**src/rtl/qmod_pkg.sv**
```systemverilog
package qmod_pkg;

  typedef enum logic [1:0] {
    RATE_NONE    = 2'd0,
    RATE_HALF    = 2'd1,
    RATE_QUARTER = 2'd2,
    RATE_EIGHTH  = 2'd3
  } rate_e;

  typedef enum logic [2:0] {
    CF_ZERO = 3'd0,
    CF_POS1 = 3'd1,
    CF_NEG1 = 3'd2,
    CF_POSH = 3'd3,
    CF_NEGH = 3'd4
  } coef_e;

  function automatic coef_e coef_negate(input coef_e c);
    case (c)
      CF_POS1: return CF_NEG1;
      CF_NEG1: return CF_POS1;
      CF_POSH: return CF_NEGH;
      CF_NEGH: return CF_POSH;
      default: return CF_ZERO;
    endcase
  endfunction

  // Cosine at multiples of 45 degrees.
  function automatic coef_e cos_octant(input logic [2:0] idx);
    case (idx)
      3'd0:    return CF_POS1;
      3'd1:    return CF_POSH;
      3'd2:    return CF_ZERO;
      3'd3:    return CF_NEGH;
      3'd4:    return CF_NEG1;
      3'd5:    return CF_NEGH;
      3'd6:    return CF_ZERO;
      default: return CF_POSH;
    endcase
  endfunction

endpackage

```
**src/rtl/qmod_phase.sv**
```systemverilog
module qmod_phase
  import qmod_pkg::*;
#(
  parameter int PHASE_W = 3
) (
  input  logic               clk,
  input  logic               rst_n,
  input  rate_e              rate,
  input  logic               adv,
  output logic [PHASE_W-1:0] phase_now
);

  logic [PHASE_W-1:0] phase_q;
  logic [PHASE_W-1:0] phase_d;
  rate_e              rate_q;
  logic               restart;
  logic               phase_en;

  always_comb begin
    restart   = (rate != rate_q);
    phase_now = restart ? '0 : phase_q;
    phase_d   = adv ? phase_now + PHASE_W'(1) : phase_now;
    phase_en  = adv || restart;
  end

  always_ff @(posedge clk or negedge rst_n) begin
    if (!rst_n) begin
      phase_q <= '0;
      rate_q  <= RATE_NONE;
    end else begin
      if (phase_en) phase_q <= phase_d;
      if (restart)  rate_q  <= rate;
    end
  end

  // a restart together with a sample leaves the phase at one
  p_restart_take_r10: assert property (@(posedge clk) disable iff (!rst_n)
    (restart && adv) |=> (phase_q == PHASE_W'(1)));

  // an idle restart leaves the phase at zero
  p_restart_idle_r10: assert property (@(posedge clk) disable iff (!rst_n)
    (restart && !adv) |=> (phase_q == '0));

  // steady rate, one step per taken sample
  p_advance_r11: assert property (@(posedge clk) disable iff (!rst_n)
    (!restart && adv) |=> (phase_q == $past(phase_q) + PHASE_W'(1)));

  // idle cycles do not move the carrier
  p_idle_r11: assert property (@(posedge clk) disable iff (!rst_n)
    (!restart && !adv) |=> $stable(phase_q));

endmodule

```
**src/rtl/qmod_carrier.sv**
```systemverilog
module qmod_carrier
  import qmod_pkg::*;
#(
  parameter int PHASE_W = 3
) (
  input  rate_e              rate,
  input  logic [PHASE_W-1:0] phase,
  input  logic               cplx_en,
  input  logic               lower_sb,
  output coef_e              k_re_i,
  output coef_e              k_re_q,
  output coef_e              k_im_i,
  output coef_e              k_im_q
);

  localparam logic [2:0] QUARTER_TURN = 3'd2;

  logic [2:0] cos_idx;
  logic [2:0] sin_idx;
  coef_e      cos_c;
  coef_e      sin_c;
  coef_e      sin_sb;
  coef_e      real_c;

  always_comb begin
    case (rate)
      RATE_HALF:    cos_idx = {phase[0], 2'b00};
      RATE_QUARTER: cos_idx = {phase[1:0], 1'b0};
      RATE_EIGHTH:  cos_idx = phase[2:0];
      default:      cos_idx = 3'd0;
    endcase
    sin_idx = cos_idx - QUARTER_TURN;
    cos_c   = cos_octant(cos_idx);
    sin_c   = cos_octant(sin_idx);
    sin_sb  = lower_sb ? coef_negate(sin_c) : sin_c;
    real_c  = (rate == RATE_HALF) ? cos_c : sin_c;

    if (rate == RATE_NONE) begin
      k_re_i = CF_POS1;
      k_re_q = CF_ZERO;
      k_im_i = CF_ZERO;
      k_im_q = CF_POS1;
    end else if (cplx_en) begin
      k_re_i = cos_c;
      k_re_q = coef_negate(sin_sb);
      k_im_i = sin_sb;
      k_im_q = cos_c;
    end else begin
      k_re_i = real_c;
      k_re_q = CF_ZERO;
      k_im_i = CF_ZERO;
      k_im_q = real_c;
    end
  end

endmodule

```
**src/rtl/qmod_lane.sv**
```systemverilog
module qmod_lane
  import qmod_pkg::*;
#(
  parameter int DW       = 16,
  parameter int HALF_VAL = 23170
) (
  input  logic signed [DW-1:0] x_i,
  input  logic signed [DW-1:0] x_q,
  input  coef_e                k_i,
  input  coef_e                k_q,
  output logic signed [DW-1:0] y
);

  localparam int EW = DW + 2;
  localparam int PW = 2 * DW + 2;
  localparam logic signed [PW-1:0] HALF_W = PW'(HALF_VAL);
  localparam logic signed [PW-1:0] RND_W  = PW'(1) <<< (DW - 2);
  localparam logic signed [EW-1:0] MAX_E  = EW'((2 ** (DW - 1)) - 1);
  localparam logic signed [EW-1:0] MIN_E  = -EW'(2 ** (DW - 1));

  function automatic logic signed [EW-1:0] scale(input logic signed [DW-1:0] x,
                                                input coef_e c);
    logic signed [EW-1:0] xe;
    logic signed [PW-1:0] prod;
    logic signed [PW-1:0] rnd;
    xe   = EW'(x);
    prod = PW'(x) * HALF_W;
    rnd  = (prod + RND_W) >>> (DW - 1);
    case (c)
      CF_POS1: return xe;
      CF_NEG1: return -xe;
      CF_POSH: return rnd[EW-1:0];
      CF_NEGH: return -rnd[EW-1:0];
      default: return '0;
    endcase
  endfunction

  logic signed [EW-1:0] sum;

  always_comb begin
    sum = scale(x_i, k_i) + scale(x_q, k_q);
    if (sum > MAX_E)      y = MAX_E[DW-1:0];
    else if (sum < MIN_E) y = MIN_E[DW-1:0];
    else                  y = sum[DW-1:0];
  end

endmodule

```
**src/rtl/quad_upconv.sv**
```systemverilog
module quad_upconv
  import qmod_pkg::*;
#(
  parameter int DW       = 16,
  parameter int HALF_VAL = 23170
) (
  input  logic                 clk,
  input  logic                 rst_n,
  input  logic [1:0]           rate_sel,
  input  logic                 cplx_en,
  input  logic                 lower_sb,
  input  logic                 in_valid,
  input  logic signed [DW-1:0] in_i,
  input  logic signed [DW-1:0] in_q,
  output logic                 out_valid,
  output logic signed [DW-1:0] out_re,
  output logic signed [DW-1:0] out_im
);

  localparam int PHASE_W = 3;
  localparam int LANES   = 2;

  rate_e               rate;
  logic [PHASE_W-1:0]  phase;
  coef_e               k_re_i, k_re_q, k_im_i, k_im_q;
  coef_e               k_a [LANES];
  coef_e               k_b [LANES];
  logic signed [DW-1:0] lane_y [LANES];

  logic                 valid_q, valid_d;
  logic signed [DW-1:0] re_q, re_d, im_q, im_d;

  assign rate = rate_e'(rate_sel);

  qmod_phase #(.PHASE_W(PHASE_W)) i_phase (
    .clk       (clk),
    .rst_n     (rst_n),
    .rate      (rate),
    .adv       (in_valid),
    .phase_now (phase)
  );

  qmod_carrier #(.PHASE_W(PHASE_W)) i_carrier (
    .rate     (rate),
    .phase    (phase),
    .cplx_en  (cplx_en),
    .lower_sb (lower_sb),
    .k_re_i   (k_re_i),
    .k_re_q   (k_re_q),
    .k_im_i   (k_im_i),
    .k_im_q   (k_im_q)
  );

  assign k_a[0] = k_re_i;
  assign k_b[0] = k_re_q;
  assign k_a[1] = k_im_i;
  assign k_b[1] = k_im_q;

  for (genvar g = 0; g < LANES; g++) begin : g_lane
    qmod_lane #(.DW(DW), .HALF_VAL(HALF_VAL)) i_lane (
      .x_i (in_i),
      .x_q (in_q),
      .k_i (k_a[g]),
      .k_q (k_b[g]),
      .y   (lane_y[g])
    );
  end

  always_comb begin
    valid_d = in_valid;
    re_d    = in_valid ? lane_y[0] : re_q;
    im_d    = in_valid ? lane_y[1] : im_q;
  end

  always_ff @(posedge clk or negedge rst_n) begin
    if (!rst_n) begin
      valid_q <= 1'b0;
      re_q    <= '0;
      im_q    <= '0;
    end else begin
      valid_q <= valid_d;
      if (in_valid) begin
        re_q <= re_d;
        im_q <= im_d;
      end
    end
  end

  assign out_valid = valid_q;
  assign out_re    = re_q;
  assign out_im    = im_q;

  // strobe is carried one clock
  p_valid_on_r2: assert property (@(posedge clk) disable iff (!rst_n)
    in_valid |=> out_valid);
  p_valid_off_r2: assert property (@(posedge clk) disable iff (!rst_n)
    !in_valid |=> !out_valid);

  // outputs hold through idle cycles
  p_hold_r2: assert property (@(posedge clk) disable iff (!rst_n)
    !in_valid |=> ($stable(out_re) && $stable(out_im)));

  // bypass passes samples unchanged
  p_bypass_r3: assert property (@(posedge clk) disable iff (!rst_n)
    (in_valid && rate_sel == 2'd0) |=>
      (out_re == $past(in_i) && out_im == $past(in_q)));

  // half rate only ever passes or negates the in-phase sample
  p_half_sign_r4: assert property (@(posedge clk) disable iff (!rst_n)
    (in_valid && rate_sel == 2'd1 && in_i != {1'b1, {(DW-1){1'b0}}}) |=>
      (out_re == $past(in_i) || out_re == -$past(in_i)));

endmodule

```
**config.mk**
```make
export PLATFORM = sky130hd
export DESIGN_NAME = quad_upconv
export DESIGN_NICKNAME = d
export VERILOG_FILES = /design/src/rtl/qmod_pkg.sv /design/src/rtl/qmod_phase.sv /design/src/rtl/qmod_carrier.sv /design/src/rtl/qmod_lane.sv /design/src/rtl/quad_upconv.sv
export SDC_FILE = /design/constraint.sdc
export NUM_CORES = 1
export LEC_CHECK = 0
export BUFFER_PORTS_ARGS = -buffer_cell sky130_fd_sc_hd__buf_4
export CORE_MARGIN = 4
export CORE_UTILIZATION = 50
export DETAILED_ROUTE_END_ITERATION = 8
export PLACE_DENSITY = 0.67
export SLEW_MARGIN = 20
export SYNTH_ARGS = -nofsm -noshare
export SYNTH_HDL_FRONTEND = slang
export SYNTH_SLANG_ARGS = --single-unit
export TNS_END_PERCENT = 30
```
**constraint.sdc**
```tcl
create_clock -name clk -period 12.9 [get_ports clk]
set_input_delay 1.935 -clock clk [delete_from_list [all_inputs] [get_ports clk]]
set_output_delay 1.935 -clock clk [all_outputs]
set_load 0.02 [all_outputs]
```
# After elaboration in Yosys (flattened, before gate mapping)

Index checks and enable logic that the tools add are counted.

Bits in registers: 38
Output and inout bits: 33
Input port bits: 39
Word-level logic and storage cells: 86

Reduce and logical (&&, ||, !) cells: 8
Multiply operators: 2
Order comparisons: 4
Equality and inequality tests: 34
$add $sub $neg: 10
Multiplexer cells: 23

Operator list:

| operator                                                                        | count |
|---|---|
| 18-bit case mux with 4 select lines                                             | 4 |
| 33-bit by 16-bit adder with 33-bit output (second input constant)               | 2 |
| 16-bit two-way mux                                                              | 4 |
| 16-bit by 15-bit multiplier with 31-bit output (second input constant)          | 2 |
| 3-bit case mux with 4 select lines                                              | 4 |
| 3-bit by 2-bit equality test with 1-bit output (second input constant)          | 14 |
| 18-bit adder                                                                    | 2 |
| 18-bit by 16-bit > comparator with 1-bit output (second input constant)         | 2 |
| 18-bit by 16-bit less-than comparator with 1-bit output (second input constant) | 2 |
| 16-bit negator with 18-bit output                                               | 2 |
| 18-bit negator                                                                  | 2 |
| 3-bit equality test (second input constant)                                     | 11 |
| 3-bit two-way mux                                                               | 10 |
| 3-bit by 1-bit equality test with 1-bit output (second input constant)          | 5 |
| 3-bit case mux with 3 select lines                                              | 1 |
| 2-bit OR reduction                                                              | 4 |
| 3-bit logical NOT                                                               | 2 |
| 2-bit equality test (second input constant)                                     | 2 |
| 3-bit by 1-bit adder with 3-bit output (second input constant)                  | 1 |
| 3-bit by 2-bit subtractor with 3-bit output (second input constant)             | 1 |
| 2-bit by 1-bit equality test with 1-bit output (second input constant)          | 1 |
| 2-bit logical NOT                                                               | 1 |
| 2-bit inequality test                                                           | 1 |
| 1-bit logical OR                                                                | 1 |

# Logic depth before layout (Yosys ltp)

Word-level depth: 20
Depth in mapped cells: 41
Gate-level depth less buffers: 39

# Modules after synthesis

A second synthesis with hierarchy kept.

Cells, all modules: 3157
Area total of the unflattened synthesis: 26805.7 um^2

By module, submodules not included:

| module                        | seq. area each (um^2) | cells an instance | area an instance (um^2) | times used |
|---|---|---|---|---|
| qmod_lane at g_lane[0].i_lane | 0.0                   | 1514              | 12458.2                 | 1 |
| qmod_lane at g_lane[1].i_lane | 0.0                   | 1503              | 12371.9                 | 1 |
| quad_upconv                   | 825.8                 | 69                | 1370.1                  | 1 |
| qmod_carrier                  | 0.0                   | 54                | 379.1                   | 1 |
| qmod_phase                    | 125.1                 | 17                | 226.5                   | 1 |

# Worst setup path after synthesis

No wires, ideal clock.

Path kind: input -> register
Start point: input in_i[6]
End point: register im_q[0] (netlist: out_im[0])
Data required time: 12.827 ns
Path slack: 2.163 ns
Path buffers: 2
Library setup time: 0.073 ns
Stages on the path: 35
Arrival: 10.664 ns
Path through: ha_1 fa_1 inv_1 fa_1 inv_1 fa_1 fa_1 ha_1 ha_1 clkbuf_1 o21a_1 a21o_1 a22o_2 or3b_4 nor4b_4 nand2_1 xnor2_1 nor4_1 and3_1 nand3b_1 or2_2 o21ai_0 xnor2_1 o21ai_0 ha_1 nand3_1 o21ai_0 a31o_2 or3b_1 nor4bb_1 a211oi_2 xor2_1 o21a_4 buf_8 a21oi_2

Word-level cells in the longest chain between the ends: 8
Elaborated cells between the ends (all ways): 10
Classes of those cells: add/sub (4); mul (1); order compare (2); mux (3)

Ends and longest elaborated chain:

| what                                                    | RTL line          | RTL |
|---|---|---|
| start, declared                                         | quad_upconv.sv:13 | `input logic signed [DW-1:0] in_i,` |
| 16-bit by 15-bit multiplier with 31-bit output          | qmod_lane.sv:27   | `prod = PW'(x) * HALF_W;` |
| 33-bit by 16-bit adder with 33-bit output               | qmod_lane.sv:28   | `rnd = (prod + RND_W) >>> (DW - 1);` |
| 18-bit negator                                          | qmod_lane.sv:33   | `CF_NEGH: return -rnd[EW-1:0];` |
| 18-bit case mux with 4 select lines (*)                 | qmod_lane.sv:29   | `case (c)` |
| 18-bit adder (*)                                        | qmod_lane.sv:41   | `sum = scale(x_i, k_i) + scale(x_q, k_q);` |
| 18-bit by 16-bit less-than comparator with 1-bit output | qmod_lane.sv:43   | `else if (sum < MIN_E) y = MIN_E[DW-1:0];` |
| 16-bit two-way mux                                      | qmod_lane.sv:43   |  |
| 16-bit two-way mux (*)                                  | qmod_lane.sv:42   | `if (sum > MAX_E) y = MAX_E[DW-1:0];` |
| end signal, assigned                                    | quad_upconv.sv:84 | `im_q <= im_d;` |
| end, declared                                           | quad_upconv.sv:31 | `logic signed [DW-1:0] re_q, re_d, im_q, im_d;` |

Every way passes the cells marked *; elsewhere a longest branch is shown, timed or not.
A chain may end at the register's enable or synchronous reset.

# Final worst setup path

Start point: input in_i[5]
End point: register re_q[2] (netlist: out_re[2])

Word-level cells in the longest chain between the ends: 8
Elaborated cells between the ends (all ways): 10
Classes of those cells: add/sub (4); mul (1); order compare (2); mux (3)

Ends and longest elaborated chain:

| what                                                    | RTL line          | RTL |
|---|---|---|
| 16-bit by 15-bit multiplier with 31-bit output          | qmod_lane.sv:27   |  |
| 33-bit by 16-bit adder with 33-bit output               | qmod_lane.sv:28   |  |
| 18-bit negator                                          | qmod_lane.sv:33   |  |
| 18-bit case mux with 4 select lines (*)                 | qmod_lane.sv:29   |  |
| 18-bit adder (*)                                        | qmod_lane.sv:41   |  |
| 18-bit by 16-bit less-than comparator with 1-bit output | qmod_lane.sv:43   |  |
| 16-bit two-way mux                                      | qmod_lane.sv:43   |  |
| 16-bit two-way mux (*)                                  | qmod_lane.sv:42   |  |
| end signal, assigned                                    | quad_upconv.sv:83 | `re_q <= re_d;` |
| end, declared                                           | quad_upconv.sv:31 |  |

Marks and branches as above.

==> metrics <==
estimated wirelength of the detail-placed design about 36 mm; critical path's slowest cell sky130_fd_sc_hd__nor2b_1; Mean Syn Cell Area a little over 8 µm²; CTS Root Cell sky130_fd_sc_hd__clkbuf_16; endpoint type of the worst setup path flop; CTS tree yes; remaining max-slew budget at the tightest pin roughly a third; number of buffer cells added on primary ports 71; R2R setup slack 5.12 ns; vias after detailed routing 14200; max frequency between 80 and 90 MHz; number of H-tree levels 2; sequential cell area 951 µm²; Initial DRC Count roughly 1300; Tightest Hold Check Type flop to flop; fraction of the yosys area taken by sequential cells 5.97%; number of distinct standard cells referenced by the synthesized netlist 98; measured slew at the worst slew-check pin 1.01 ns; YS warnings 0; Post-synth EDFFs 0; number of nets still failing antenna checks after routing 0; max-slew violation count 0; floorplan row count 65; most frequent cells in the layout 305 x sky130_fd_sc_hd__ha_1, 231 x sky130_fd_sc_hd__inv_1, 137 x sky130_fd_sc_hd__nor2_1; maximum number of pins on one net before global-route repair 55; most common cell after layout, fill and taps aside sky130_fd_sc_hd__ha_1; worst reg2reg startpoint i_phase.rate_q[0]$_DFFE_PN0P_; number of instances on the worst hold path 2; via count of the first global-routing pass 13800; worst skew pair latency about 0.28 ns; count of boundary I/O pins 72; GRT Total Usage 25.5%; FF-to-FF path depth 22; maximum clock skew at final layout 0.00442 ns; # resized after CTS 0; Post-Route Hold Slack 0.517 ns; synth-to-layout area growth 6.35%; share of the clock period used by the worst path after layout 91.4%; final hold violations 0; run status finished, final reports clean; final critical path time including I/O delays and setup between 10 and 15 ns; number of nets in the layout 2421; setup TNS after final layout 0 ns; top_reg_cell synth sky130_fd_sc_hd__dfrtp_1; hold worst-path end out_im[12]$_DFFE_PN0P_; routability congestion estimate from global placement 0.932; peak per-stage delay on the critical path roughly 0.72 ns; Crit Path Class input port to flop; Setup crit start kind input port; antenna violations before repair 0; WP data arrival 11.91 ns; net count after synthesis 2402; maximum root-to-sink buffer count 2; cts hold-fix bufs 0; Reg-to-Reg End out_re[2]$_DFFE_PN0P_; footprint of the multi-input gates 13800 µm²; die area 34800 µm²; Synth Register Bits 38; drt wl/cell 19.2 µm; DRC violation count after routing 0; number of fill cells in the layout just under 3000; effective utilization at floorplan 50.6%; layout cells sized above 1 8.68%; Clock Pin Slew Worst Setup and Hold Paths 0.05 ns; first-pass GRT wire length 73.7 mm; setup repair after global routing missed its margin false; number of optimization iterations in the first detailed-route pass 6; final setup fails 0; most frequent cell on the critical path sky130_fd_sc_hd__ha_1; width of the die 186 µm; core area between 30000 and 40000 µm²; WP data required 13.02 ns; count of max-cap constraint violations 0; vertical extent of the die 186 µm; Overflow after GRT 0; number of CTS-inserted buffers 5; Antenna Diode Count 0; Worst Min Path Start out_im[12]$_DFFE_PN0P_; fraction of registers with async set/reset 100%; post-CTS setup buffers 0; routed wire length approximately 45 mm; Vias per Instance 5.99; maximum fanout encountered on the critical timing path 13; number of cells produced by synthesis 1940; Synth Cell Area 15900 µm²; clock sink total 38
-- kinds of logic (layout without fill, tap and decap cells) --
kind of cell,count (synthesis),count (layout),synth area share [%]
flops,38,38,5.97
simple gates,515,515,16.5
mux,46,46,3.07
xor+xnor,159,159,8.75
buf+inv,302,321,7.39
fa+ha+maj,423,423,38.8
compound gates,457,457,19.5
-- state kept, by name, indices dropped and copies added, names as in the netlist --
name             cells
i_phase.phase_q      3
i_phase.rate_q       2
out_im              16
out_re              16
out_valid            1
-- how the worst max path moves through the flow --
| stage | cells after the start | startpoint | end | slack, ns |
|---|---|---|---|---|
| after floorplan | 35 | in_i[6] | out_im[0]$_DFFE_PN0P_ | 2.16 |
| after global placement | 36 | in_q[6] | out_re[14]$_DFFE_PN0P_ | 1.26 |
| after detailed placement | 38 | in_i[5] | out_re[3]$_DFFE_PN0P_ | 0.96 |
| after CTS | 38 | in_i[5] | out_re[2]$_DFFE_PN0P_ | 1.24 |
| after global routing | 38 | in_i[4] | out_re[2]$_DFFE_PN0P_ | 0.40 |
| final | 38 | in_i[5] | out_re[2]$_DFFE_PN0P_ | 1.11 |
-- cell usage after synthesis (10+ instances only) --
cell type,n,area (µm²)
sky130_fd_sc_hd__a21o_1,17,128
sky130_fd_sc_hd__o21ai_0,111,556
sky130_fd_sc_hd__a22oi_1,28,210
sky130_fd_sc_hd__clkbuf_1,59,221
sky130_fd_sc_hd__inv_1,231,867
sky130_fd_sc_hd__dfrtp_1,38,951
sky130_fd_sc_hd__nor3_1,38,190
sky130_fd_sc_hd__xnor2_1,99,867
sky130_fd_sc_hd__o22ai_1,10,62.6
sky130_fd_sc_hd__ha_1,305,3820
sky130_fd_sc_hd__nand3_1,37,185
sky130_fd_sc_hd__and3_1,25,156
sky130_fd_sc_hd__xor2_1,60,526
sky130_fd_sc_hd__nand2_1,136,510
sky130_fd_sc_hd__a31oi_1,18,113
sky130_fd_sc_hd__nor2_1,137,514
sky130_fd_sc_hd__fa_1,118,2360
sky130_fd_sc_hd__a21oi_2,12,105
sky130_fd_sc_hd__mux2i_1,33,330
sky130_fd_sc_hd__nand2b_1,17,106
sky130_fd_sc_hd__nand2_2,10,62.6
sky130_fd_sc_hd__and2_1,21,131
sky130_fd_sc_hd__a21oi_1,107,536
sky130_fd_sc_hd__nor2b_1,17,106
sky130_fd_sc_hd__nand4_1,14,87.6
sky130_fd_sc_hd__o221ai_1,32,280
sky130_fd_sc_hd__o21bai_1,10,75.1
sky130_fd_sc_hd__mux2_2,12,135
sky130_fd_sc_hd__a211oi_1,13,97.6
-- per-layer routing --
layer / vias up / GRT usage [%] / routed length (µm)
met2: 544 / 39.6 / 19600
li1: 6865 / - / -
met5: - / 0 / 0
met4: 0 / 6.66 / 1310
met3: 80 / 4.40 / 3270
met1: 6664 / 37.0 / 21100
-- per-stage QoR --
stage	cells	setup WS, ns	utilization, %	instance area, µm²
floorplan	1940	2.16	-	15900
global placement	2353	1.26	53.2	16800
detailed placement	2353	0.962	53.2	16800
CTS	2360	1.24	53.8	16900
global route	2361	0.396	53.8	16900
finish	2361	1.11	53.8	16900
-- final cells by class --
cell class	count	share of cell area, %
Clock buffer	6	0.820
Clock inverter	1	0.177
Inverter	231	5.12
Multi-Input combinational cell	1600	81.6
Sequential cell	38	5.62
Tap cell	402	2.97
Timing Repair Buffer	83	3.68
-- critical path: cells and delay by family --
kind	cells	cell delay [ns]
muxes	1	0.24
AOI/OAI and AO/OA	10	2.52
xor gates and xnor gates	3	0.50
buffers and inverters	4	0.33
and+or+nand+nor	11	3.21
adders and majority gates	9	3.16
Power is not shown: default switching activity piles up to over one toggle a cycle in this logic, so the estimate is an artifact.
